==> src/rtl/wkt_pkg.sv <==
package wkt_pkg;

   typedef enum logic [1:0] {
      ST_WAIT  = 2'd0,
      ST_PULSE = 2'd1,
      ST_RUN   = 2'd2
   } wkt_state_t;

   function automatic int wkt_min_interval(input int wake_ticks, input int dl_ticks);
      return wake_ticks + dl_ticks + 1;
   endfunction

endpackage

==> src/rtl/wkt_sync_edge.sv <==
module wkt_sync_edge #(
   parameter int SYNC_STAGES = 2
) (
   input  logic clk,
   input  logic rst_n,
   input  logic din,
   output logic rise
);

   logic [SYNC_STAGES-1:0] chain_q;
   logic                   prev_q;

   if (SYNC_STAGES < 2) begin : g_bad_stages
      $error("wkt_sync_edge: SYNC_STAGES must be at least 2");
   end

   for (genvar i = 0; i < SYNC_STAGES; i++) begin : g_stage
      if (i == 0) begin : g_first
         always_ff @(posedge clk or negedge rst_n) begin
            if (!rst_n) chain_q[i] <= 1'b0;
            else        chain_q[i] <= din;
         end
      end else begin : g_next
         always_ff @(posedge clk or negedge rst_n) begin
            if (!rst_n) chain_q[i] <= 1'b0;
            else        chain_q[i] <= chain_q[i-1];
         end
      end
   end

   always_ff @(posedge clk or negedge rst_n) begin
      if (!rst_n) prev_q <= 1'b0;
      else        prev_q <= chain_q[SYNC_STAGES-1];
   end

   assign rise = chain_q[SYNC_STAGES-1] & ~prev_q;

   // a recognised edge is a single-cycle event
   a_r5_single_rise: assert property (@(posedge clk) disable iff (!rst_n)
      rise |=> !rise);

endmodule

==> src/rtl/wkt_phase_ctr.sv <==
module wkt_phase_ctr #(
   parameter int IW         = 20,
   parameter int WAKE_TICKS = 2,
   parameter int DL_TICKS   = 2
) (
   input  logic          clk,
   input  logic          rst_n,
   input  logic          restart,
   input  logic          run,
   input  logic          tick,
   input  logic [IW-1:0] ivl_in,
   output logic          wrap,
   output logic          in_window,
   output logic          wake_end
);
   import wkt_pkg::*;

   localparam int            MIN_IVL = wkt_min_interval(WAKE_TICKS, DL_TICKS);
   localparam logic [IW-1:0] MIN_V   = IW'(MIN_IVL);
   localparam logic [IW-1:0] DL_V    = IW'(DL_TICKS);
   localparam logic [IW-1:0] WEND_V  = IW'(WAKE_TICKS - 1);
   localparam logic [IW-1:0] ONE_V   = IW'(1);

   if (IW < 2 || MIN_IVL >= (2 ** IW)) begin : g_bad_width
      $error("wkt_phase_ctr: IW too narrow for the minimum interval");
   end

   logic [IW-1:0] ph_q;
   logic [IW-1:0] ivl_q;
   logic [IW-1:0] ivl_eff;
   logic          at_last;

   assign ivl_eff = (ivl_in < MIN_V) ? MIN_V : ivl_in;
   assign at_last = (ph_q == (ivl_q - ONE_V));

   always_ff @(posedge clk or negedge rst_n) begin
      if (!rst_n) begin
         ph_q  <= '0;
         ivl_q <= MIN_V;
      end else if (restart) begin
         ph_q  <= '0;
         ivl_q <= ivl_eff;
      end else if (run && tick) begin
         if (at_last) begin
            ph_q  <= '0;
            ivl_q <= ivl_eff;
         end else begin
            ph_q <= ph_q + ONE_V;
         end
      end
   end

   assign wrap      = run & tick & at_last;
   assign in_window = (ph_q < (ivl_q - DL_V));
   assign wake_end  = run & tick & (ph_q == WEND_V);

   // the phase never passes the interval latched at its start
   a_r12_phase_bound: assert property (@(posedge clk) disable iff (!rst_n)
      ph_q < ivl_q);

   // the latched interval is never below the minimum
   a_r11_ivl_min: assert property (@(posedge clk) disable iff (!rst_n)
      ivl_q >= MIN_V);

endmodule

==> src/rtl/wkt_rst_timer.sv <==
module wkt_rst_timer #(
   parameter int RST_TICKS = 32
) (
   input  logic clk,
   input  logic rst_n,
   input  logic load,
   input  logic en,
   input  logic tick,
   output logic expire
);

   localparam int            RW     = $clog2(RST_TICKS + 1);
   localparam logic [RW-1:0] LAST_V = RW'(RST_TICKS - 1);

   if (RST_TICKS < 1) begin : g_bad_rst
      $error("wkt_rst_timer: RST_TICKS must be at least 1");
   end

   logic [RW-1:0] cnt_q;

   always_ff @(posedge clk or negedge rst_n) begin
      if (!rst_n)          cnt_q <= '0;
      else if (load)       cnt_q <= '0;
      else if (en && tick) cnt_q <= cnt_q + RW'(1);
   end

   assign expire = en & tick & (cnt_q == LAST_V);

   // while counting, the count stays inside the reset width
   a_r2_cnt_bound: assert property (@(posedge clk) disable iff (!rst_n)
      en |-> (cnt_q <= LAST_V));

endmodule

==> src/rtl/wkt_wake_watchdog.sv <==
module wkt_wake_watchdog #(
   parameter int IW          = 20,
   parameter int WAKE_TICKS  = 2,
   parameter int RST_TICKS   = 32,
   parameter int DL_TICKS    = 2,
   parameter int SYNC_STAGES = 2
) (
   input  logic          clk,
   input  logic          rst_n,
   input  logic          tick_i,
   input  logic [IW-1:0] interval_i,
   input  logic          done_i,
   input  logic          start_i,
   input  logic          clear_i,
   output logic          wake_o,
   output logic          host_rst_n_o
);
   import wkt_pkg::*;

   if (WAKE_TICKS < 1 || DL_TICKS < 1) begin : g_bad_timing
      $error("wkt_wake_watchdog: WAKE_TICKS and DL_TICKS must be at least 1");
   end

   wkt_state_t st_q, st_d;
   logic       wake_q, wake_d;
   logic       ack_q, ack_d;
   logic       done_rise;
   logic       wrap, in_window, wake_end;
   logic       pulse_expire;
   logic       done_ok;

   wkt_sync_edge #(.SYNC_STAGES(SYNC_STAGES)) u_sync (
      .clk   (clk),
      .rst_n (rst_n),
      .din   (done_i),
      .rise  (done_rise)
   );

   wkt_phase_ctr #(
      .IW         (IW),
      .WAKE_TICKS (WAKE_TICKS),
      .DL_TICKS   (DL_TICKS)
   ) u_phase (
      .clk       (clk),
      .rst_n     (rst_n),
      .restart   (pulse_expire),
      .run       (st_q == ST_RUN),
      .tick      (tick_i),
      .ivl_in    (interval_i),
      .wrap      (wrap),
      .in_window (in_window),
      .wake_end  (wake_end)
   );

   wkt_rst_timer #(.RST_TICKS(RST_TICKS)) u_rst (
      .clk    (clk),
      .rst_n  (rst_n),
      .load   ((st_q != ST_PULSE) || clear_i),
      .en     ((st_q == ST_PULSE) && !clear_i),
      .tick   (tick_i),
      .expire (pulse_expire)
   );

   assign done_ok = done_rise && (st_q == ST_RUN) && !clear_i && !ack_q && in_window;

   always_comb begin
      st_d   = st_q;
      wake_d = wake_q;
      ack_d  = ack_q;
      unique case (st_q)
         ST_WAIT: begin
            wake_d = 1'b0;
            ack_d  = 1'b1;
            if (start_i && !clear_i) st_d = ST_PULSE;
         end
         ST_PULSE: begin
            wake_d = 1'b0;
            ack_d  = 1'b1;
            if (pulse_expire) st_d = ST_RUN;
         end
         ST_RUN: begin
            if (clear_i) begin
               st_d   = ST_PULSE;
               wake_d = 1'b0;
            end else if (wrap) begin
               if (ack_q) begin
                  wake_d = 1'b1;
                  ack_d  = 1'b0;
               end else begin
                  st_d   = ST_PULSE;
                  wake_d = 1'b0;
               end
            end else begin
               if (done_ok) begin
                  ack_d  = 1'b1;
                  wake_d = 1'b0;
               end
               if (wake_end) wake_d = 1'b0;
            end
         end
         default: begin
            st_d   = ST_WAIT;
            wake_d = 1'b0;
         end
      endcase
   end

   always_ff @(posedge clk or negedge rst_n) begin
      if (!rst_n) begin
         st_q   <= ST_WAIT;
         wake_q <= 1'b0;
         ack_q  <= 1'b1;
      end else begin
         st_q   <= st_d;
         wake_q <= wake_d;
         ack_q  <= ack_d;
      end
   end

   assign wake_o       = wake_q;
   assign host_rst_n_o = (st_q == ST_RUN);

   // wake is never high while the host is held in reset
   a_r4_wake_in_run: assert property (@(posedge clk) disable iff (!rst_n)
      wake_o |-> host_rst_n_o);

   // a clear drops both outputs on the next clock
   a_r10_clear_forces: assert property (@(posedge clk) disable iff (!rst_n)
      clear_i |=> (!wake_o && !host_rst_n_o));

   // a wake rise only follows a tick
   a_r3_wake_on_tick: assert property (@(posedge clk) disable iff (!rst_n)
      $rose(wake_o) |-> $past(tick_i));

   // an acknowledge during wake ends the pulse
   a_r6_done_drops_wake: assert property (@(posedge clk) disable iff (!rst_n)
      (host_rst_n_o && wake_o && !clear_i && done_rise && in_window) |=> !wake_o);

   // an unacknowledged interval end asserts the host reset
   a_r7_miss_resets: assert property (@(posedge clk) disable iff (!rst_n)
      (host_rst_n_o && !clear_i && wrap && !ack_q) |=> (!host_rst_n_o && !wake_o));

endmodule

==> config.mk <==
export PLATFORM = sky130hd
export DESIGN_NAME = wkt_wake_watchdog
export DESIGN_NICKNAME = d
export VERILOG_FILES = /design/src/rtl/wkt_pkg.sv /design/src/rtl/wkt_sync_edge.sv /design/src/rtl/wkt_phase_ctr.sv /design/src/rtl/wkt_rst_timer.sv /design/src/rtl/wkt_wake_watchdog.sv
export SDC_FILE = /design/constraint.sdc
export NUM_CORES = 1
export LEC_CHECK = 0
export CORE_MARGIN = 2
export CORE_UTILIZATION = 45
export DETAILED_ROUTE_END_ITERATION = 6
export DONT_BUFFER_PORTS = 1
export MAX_ROUTING_LAYER = met4
export PLACE_DENSITY = 0.69
export SLEW_MARGIN = 20
export SYNTH_ARGS = -nofsm -noshare
export SYNTH_HDL_FRONTEND = slang
export SYNTH_HIERARCHICAL = 1
export SYNTH_SLANG_ARGS = --single-unit
==> constraint.sdc <==
create_clock -name clk -period 3.6 [get_ports clk]
set_input_delay 0.18 -clock clk [delete_from_list [all_inputs] [get_ports clk]]
set_output_delay 0.18 -clock clk [all_outputs]
set_load 0.03 [all_outputs]
==> run_results.csv, run 1 <==
group,metric,value,unit
synthesis,ys_seq_area_share,34.3,%
synthesis,syn_inst,423,
clocking,cts_buffer_depth,2,
floorplan,die_x,96.8,um
finish,multi_input_area,0.00241,mm2
clocking,ctsHtreeMaxLevel,2,
sta,finalSetupViolations,0,
sta,slew_viol_final,0,
clocking,post_cts_buffers,0,
sta,fmax,290,MHz
synthesis,yosys_warnings,6,
sta,finalCritPeriodShare,95.7,%
synthesis,syn-num-nets,474,
sta,worst_slew_pin_slew,768,ps
clocking,cts_sinks,53,
hold_path,hold_class,"primary input to register",
sta,rsz0062_at_grt,"false",
detailed_routing,viasPerCell,5.79,
global_route,grt_use_total,21.5,%
worst_setup_path,critPathKind,"register to register",
floorplan,die_h,96.8,um
synthesis,synth_top_area_cell,"dfrtp_1",
detailed_routing,routed_wl,9470,um
outcome,status,"completed",
hold_path,min_path_cells,1,
detailed_routing,vias,3206,
global_route,antenna_found_initial,0,
worst_setup_path,critPathMaxFanout,11,
sta,min_period,3440,ps
worst_setup_path,arrival,3650,ps
finish,register_area,0.00133,mm2
synthesis,async_flop_share,100,%
sta,hold_viol_final,0,
floorplan,num_rows,33,
detailed_routing,ant_nets,0,
global_route,grt_pass1_wl,16000,um
synthesis,ys_types,62,
global_route,grt_pass1_vias,3266,
worst_setup_path,r2r_end,"u_phase/ivl_q[19]$_DFFE_PN0P_",
floorplan,initial_core_util,46.7,%
detailed_routing,drtIter0Drc,177,
hold_path,hold_start,"interval_i[15]",
hold_path,min_to,"u_phase/ivl_q[15]$_DFFE_PN0P_",
run,max-cap-violations,0,
synthesis,synthFlopType,"dfrtp_1",
finish,syn_to_final_growth,12.8,%
pwr,powerDensity,244,mW/mm2
detailed_routing,drc_errors,0,
clocking,tritoncts,"yes",
finish,fin_area,0.00438,mm2
floorplan,die_area,0.00938,mm2
clocking,cts_root_buf,"clkbuf_8",
placed_design,io_buffers,0,
synthesis,synth_top_cell_area_share,32.3,%
worst_setup_path,crit_required,3800,ps
sta,setup_tns,0,ps
sta,slew_headroom,48.7,%
synthesis,synth_edf_count,0,
finish,fillers,771,
synthesis,netlist_top_cells_area,"dfrtp_1 32%, ha_1 8.1%, xnor2_1 7.2%",
placed_design,place_area,0.00409,mm2
worst_setup_path,rr_worst_depth,10,
floorplan,core,0.00830,mm2
synthesis,ys_seq_elements,53,
global_route,grt_max_degree,54,
detailed_routing,wire_per_inst,17.1,um
worst_setup_path,critPathCaptureType,"register",
placed_design,dp_hpwl,7290,um
placed_design,gp_congestion,0.952,
finish,drive_above_1_share,12.9,%
pwr,power.leakage,1.95,nW
worst_setup_path,reg2reg_from,"u_phase/ivl_q[1]$_DFFE_PN0P_",
sta,clock_skew,13.3,ps
floorplan,pin_count,28,
finish,layout.nets,499,
worst_setup_path,startpoint_type,"register",
synthesis,syn_area_per_cell,9.17,um2
clocking,clkTransAtPathRegs,110,ps
pwr,irDropWorstVdd,175,uV
worst_setup_path,reg2reg_slack,160,ps
clocking,clk_latency,310,ps
clocking,cts_buffers,5,
detailed_routing,firstDrtPassIters,4,
global_route,grt_overflow_total,0,
finish,num_antenna_cells,0,
synthesis,netlist_area,0.00388,mm2
cells in the final DEF (no fill, tap or decap), drive strengths merged, types with 2 or more instances in the layout:
| cell | netlist | final |
|---|---|---|
| a211oi | 2 | 2 |
| a21o | 4 | 4 |
| a21oi | 17 | 17 |
| and2 | 2 | 2 |
| and3 | 4 | 4 |
| buf | 6 | 24 |
| clkbuf | 13 | 6 |
| dfrtp | 50 | 50 |
| dfstp | 3 | 3 |
| dlygate4sd3 | 0 | 13 |
| ha | 25 | 25 |
| inv | 17 | 18 |
| mux2 | 18 | 18 |
| mux2i | 5 | 5 |
| nand2 | 26 | 26 |
| nand2b | 6 | 6 |
| nand3 | 17 | 17 |
| nand3b | 2 | 2 |
| nand4 | 10 | 10 |
| nor2 | 45 | 45 |
| nor2b | 9 | 9 |
| nor3 | 11 | 11 |
| nor3b | 2 | 2 |
| nor4 | 16 | 16 |
| nor4b | 4 | 4 |
| o2111ai | 3 | 3 |
| o211ai | 5 | 5 |
| o21a | 3 | 3 |
| o21ai | 11 | 11 |
| o31ai | 4 | 4 |
| or3 | 3 | 3 |
| or4 | 8 | 8 |
| or4b | 2 | 2 |
| xnor2 | 32 | 32 |
| xor2 | 24 | 24 |
report_power, final:
group	total, mW	leakage (nW)	switching [mW]	internal [mW]
Combinational	0.0455	1.18	0.0254	0.0201
Clock	0.421	0.0558	0.210	0.211
Sequential	0.603	0.713	0.00323	0.600
worst max-delay path, cell delays in order, from the launching register on:
cell	delay, ps
dfrtp_1	410
inv_1	120
ha_1	220
or3b_2	510
or4_1	460
or3_1	360
a21oi_1	190
o2111ai_2	190
o31ai_4	280
buf_4	240
mux2_2	360
metal layers:
| layer | wire length (um) | vias to the layer above | global-route usage [%] | share of wire [%] |
|---|---|---|---|---|
| met4 | 157 | 0 | 5.31 | 1.7 |
| met2 | 4670 | 78 | 35.8 | 49 |
| met3 | 508 | 16 | 2.96 | 5.4 |
| met1 | 4130 | 1547 | 27.8 | 44 |
| li1 | - | 1565 | - | - |
| met5 | 0 | - | - | 0 |
cell usage after synthesis, types with 3 or more instances:
| master | instances |
|---|---|
| nand4_1 | 10 |
| nor3_1 | 11 |
| nor4b_1 | 3 |
| inv_1 | 17 |
| or4_1 | 7 |
| nand3_1 | 17 |
| clkbuf_1 | 12 |
| xnor2_1 | 32 |
| nand2b_1 | 6 |
| dfstp_2 | 3 |
| nor4_1 | 16 |
| nand2_1 | 25 |
| o31ai_1 | 3 |
| a21oi_1 | 17 |
| o21a_1 | 3 |
| ha_1 | 25 |
| o21ai_0 | 11 |
| a21o_1 | 4 |
| mux2_2 | 9 |
| mux2_1 | 9 |
| mux2i_1 | 5 |
| dfrtp_1 | 50 |
| xor2_1 | 24 |
| nor2_1 | 45 |
| o211ai_1 | 5 |
| nor2b_1 | 8 |
worst max-delay path by stage:
| stage | from | endpoint | slack [ps] | cells past startpoint |
|---|---|---|---|---|
| floorplan | u_phase/ivl_q[1]$_DFFE_PN0P_ | u_phase/ivl_q[10]$_DFFE_PN0P_ | 220 | 10 |
| global placement | u_phase/ivl_q[1]$_DFFE_PN0P_ | u_phase/ivl_q[9]$_DFFE_PN0P_ | 180 | 11 |
| detailed placement | u_phase/ivl_q[1]$_DFFE_PN0P_ | u_phase/ivl_q[5]$_DFFE_PN0P_ | 90 | 11 |
| CTS | u_phase/ivl_q[1]$_DFFE_PN0P_ | u_phase/ivl_q[4]$_DFFE_PN0P_ | 80 | 11 |
| global route | u_phase/ivl_q[1]$_DFFE_PN0P_ | u_phase/ivl_q[4]$_DFFE_PN0P_ | 10 | 10 |
| finish | u_phase/ivl_q[1]$_DFFE_PN0P_ | u_phase/ivl_q[19]$_DFFE_PN0P_ | 160 | 10 |
per-stage QoR:
stage | utilization [%] | power [mW] | setup WS [ps] | hold slack (ps) | instances
3_3_place_gp | 49.3 | 0.633 | 178 | -113 | 532
4_1_cts | 52.1 | 1.08 | 78.9 | 1.07 | 550
2_1_floorplan | - | 0.629 | 218 | -116 | 423
6_report | 52.7 | 1.07 | 156 | 8.16 | 554
5_1_grt | 52.7 | 1.11 | 12.8 | 3.90 | 554
3_5_place_dp | 49.3 | 0.634 | 94.8 | -113 | 532
area by class of cell:
class | instances | share of cell area [%]
clock inverters | 2 | 0.886
clock buffers | 6 | 1.66
repair buffers | 37 | 7.63
well taps | 105 | 3.00
inverters | 17 | 1.46
flip-flops and latches | 53 | 30.4
multi-input cells | 334 | 55.0
cell families after synthesis:
group | count (synthesis) | share of synthesized area [%]
xor gates and xnor gates | 56 | 12.6
adders and majority gates | 25 | 8.06
and+or+nand+nor | 171 | 24.0
buffers and inverters | 36 | 3.97
muxes | 23 | 6.52
AOI/OAI and AO/OA | 59 | 10.5
DFF | 53 | 34.3
state kept, by name, indices dropped and copies added, names as in the netlist:
name and cells:
u_sync/chain_q 2, u_sync/prev_q 1, ack_q 1, st_q 2, wake_o 1, u_phase/ph_q 20
u_rst/cnt_q 6, u_phase/ivl_q 20
timing repair:
action                     in CTS  in global routing
resized for setup               0                  4
hold buffers                   10                  4
setup endpoints to repair       0                  9
hold endpoints to repair       61                  4
(Power assumes the default switching activity.)
==> inputs of run 2 (changes only) <==
--- a/config.mk
+++ b/config.mk
@@ -10,7 +10,8 @@
 export DETAILED_ROUTE_END_ITERATION = 6
 export DONT_BUFFER_PORTS = 1
 export MAX_ROUTING_LAYER = met4
-export PLACE_DENSITY = 0.69
+export PLACE_DENSITY = 0.62
+export REMOVE_ABC_BUFFERS = 1
 export SLEW_MARGIN = 20
 export SYNTH_ARGS = -nofsm -noshare
 export SYNTH_HDL_FRONTEND = slang
==> run 2 against run 1 <==
  * Core utilization about the same
  * Non-clock buffer count unchanged
  * Clock power down 15%
==> run_results.csv, run 2 (synthesis gave the netlist of run 1 again) <==
group,metric,value,unit
outcome,status,"completed",
placed_design,io_buffers,0,
floorplan,initial_core_util,46.7,%
detailed_routing,wire_per_inst,16.8,um
floorplan,die_h,96.8,um
sta,fmax,292,MHz
finish,finish.utilization,52.8,%
worst_setup_path,critPathCaptureType,"register",
clocking,cts_sinks,53,
clocking,cts_buffers,5,
finish,final_cell_mix,"50 x dfrtp_1, 45 x nor2_1, 32 x xnor2_1, 25 x nand2_1",
hold_path,min_path_cells,1,
global_route,grt_pass1_wl,15800,um
clocking,cts_buffer_depth,2,
placed_design,gp_congestion,0.901,
worst_setup_path,crit_required,3800,ps
pwr,power_frac_comb,4.4,%
detailed_routing,viasPerCell,5.73,
worst_setup_path,critPathMaxFanout,20,
floorplan,die_area,0.00938,mm2
placed_design,dp_hpwl,7010,um
worst_setup_path,reg2reg_from,"u_phase/ivl_q[1]$_DFFE_PN0P_",
finish,stdcell_count,554,
floorplan,num_rows,33,
detailed_routing,ant_nets,0,
worst_setup_path,critPathKind,"register to register",
sta,slew_viol_final,0,
clocking,clkTransAtPathRegs,100,ps
sta,rsz0062_at_grt,"false",
detailed_routing,routed_wl,9300,um
clocking,post_cts_buffers,0,
sta,finalCritPeriodShare,95.3,%
pwr,powerDensity,229,mW/mm2
global_route,grt_use_total,21.0,%
detailed_routing,drtIter0Drc,228,
worst_setup_path,startpoint_type,"register",
placed_design,placedCellCount,534,
global_route,antenna_found_initial,0,
sta,slew_headroom,56.2,%
finish,layout_commonest_cell,"dfrtp_1",
finish,num_antenna_cells,0,
sta,min_period,3430,ps
floorplan,pin_count,28,
global_route,grt_pass1_vias,3241,
pwr,p_int,759,uW
pwr,power.leakage,1.94,nW
worst_setup_path,rr_worst_depth,10,
hold_path,hold_start,"interval_i[19]",
pwr,netSwitchingFraction,24.3,%
hold_path,hold_class,"primary input to register",
pwr,clockPowerShare,35.5,%
worst_setup_path,r2r_end,"u_phase/ivl_q[5]$_DFFE_PN0P_",
floorplan,die_x,96.8,um
sta,hold_viol_final,0,
clocking,cts_root_buf,"clkbuf_8",
detailed_routing,firstDrtPassIters,4,
sta,finalSetupViolations,0,
worst_setup_path,arrival,3630,ps
clocking,tritoncts,"yes",
pwr,finalPower,1.00,mW
worst_setup_path,reg2reg_slack,170,ps
detailed_routing,drc_errors,0,
sta,clock_skew,9.50,ps
finish,syn_to_final_growth,12.9,%
finish,drive_above_1_share,14.0,%
global_route,grt_max_degree,54,
sta,worst_slew_pin_slew,651,ps
hold_path,min_to,"u_phase/ivl_q[19]$_DFFE_PN0P_",
sta,setup_tns,0,ps
pwr,switching_power,244,uW
pwr,p_seq_share,60.1,%
clocking,ctsHtreeMaxLevel,2,
detailed_routing,vias,3177,
pwr,irDropWorstVdd,176,uV
run,max-cap-violations,0,
finish,layout.nets,499,
finish,top_regs,"u_phase/ivl_q: 20 flops, u_phase/ph_q: 20 flops, u_rst/cnt_q: 6 flops",
floorplan,core,0.00830,mm2
global_route,grt_overflow_total,0,
clocking,clk_latency,320,ps
finish,fillers,767,
run 2: metal layers:
layer / wire (um) / global-route usage [%] / part of all wire (%)
met1: 4500 / 28.6 / 48
met2: 4400 / 33.4 / 47
met3: 239 / 2.53 / 2.6
met4: 156 / 5.74 / 1.7
met5: 0 / - / 0
run 2: final cells by class:
cell class	instances	area [um2]	area share [%]
multi-input combinational	334	2420	55.3
sequential	53	1330	30.4
timing repair buffer	37	338	7.71
tap	105	131	3.00
clock buffer	5	68.8	1.57
inverter	17	63.8	1.46
clock inverter	3	25.0	0.571
run 2: worst max path at each step:
| stage | to | startpoint | cells past startpoint | slack, ps |
|---|---|---|---|---|
| floorplan | u_phase/ivl_q[19]$_DFFE_PN0P_ | u_phase/ivl_q[1]$_DFFE_PN0P_ | 9 | -240 |
| global placement | u_phase/ivl_q[19]$_DFFE_PN0P_ | u_phase/ivl_q[1]$_DFFE_PN0P_ | 10 | 180 |
| detailed placement | u_phase/ivl_q[5]$_DFFE_PN0P_ | u_phase/ivl_q[1]$_DFFE_PN0P_ | 10 | 130 |
| CTS | u_phase/ivl_q[5]$_DFFE_PN0P_ | u_phase/ivl_q[1]$_DFFE_PN0P_ | 10 | 80 |
| global route | u_phase/ivl_q[5]$_DFFE_PN0P_ | u_phase/ivl_q[1]$_DFFE_PN0P_ | 10 | 10 |
| finish | u_phase/ivl_q[5]$_DFFE_PN0P_ | u_phase/ivl_q[1]$_DFFE_PN0P_ | 10 | 170 |
run 2: timing repair:
item                                   in CTS  in global routing
setup endpoints to repair                   0                 20
hold buffers                               12                  0
endpoints found under the hold margin      63                  0
resized for setup                           0                  5
run 2: worst max-delay path: stages, from the launching register on:
cell and delay (ps):
dfrtp_1 410, inv_1 110, ha_2 200, or3b_2 490, or4_1 470, or3_1 380, a21oi_2 200, o2111ai_4 200
o31ai_4 280, buf_12 210, mux2_2 350
run 2: power groups by stage:
stage | clock [mW] | combinational (mW) | sequential (mW)
after global placement | 0 | 0.0184 | 0.614
after global routing | 0.390 | 0.0507 | 0.604
after detailed placement | 0 | 0.0191 | 0.615
final | 0.357 | 0.0439 | 0.603
after CTS | 0.370 | 0.0453 | 0.603
after floorplan | 0 | 0.0153 | 0.614
run 2: through the flow:
step	area, um2	hold slack [ps]	worst slack (ps)
after floorplan	3790	-116	-239
after global placement	4120	-114	182
after detailed placement	4120	-114	125
after CTS	4350	0.937	82.7
after global routing	4380	0.702	12.0
final	4380	13.1	170
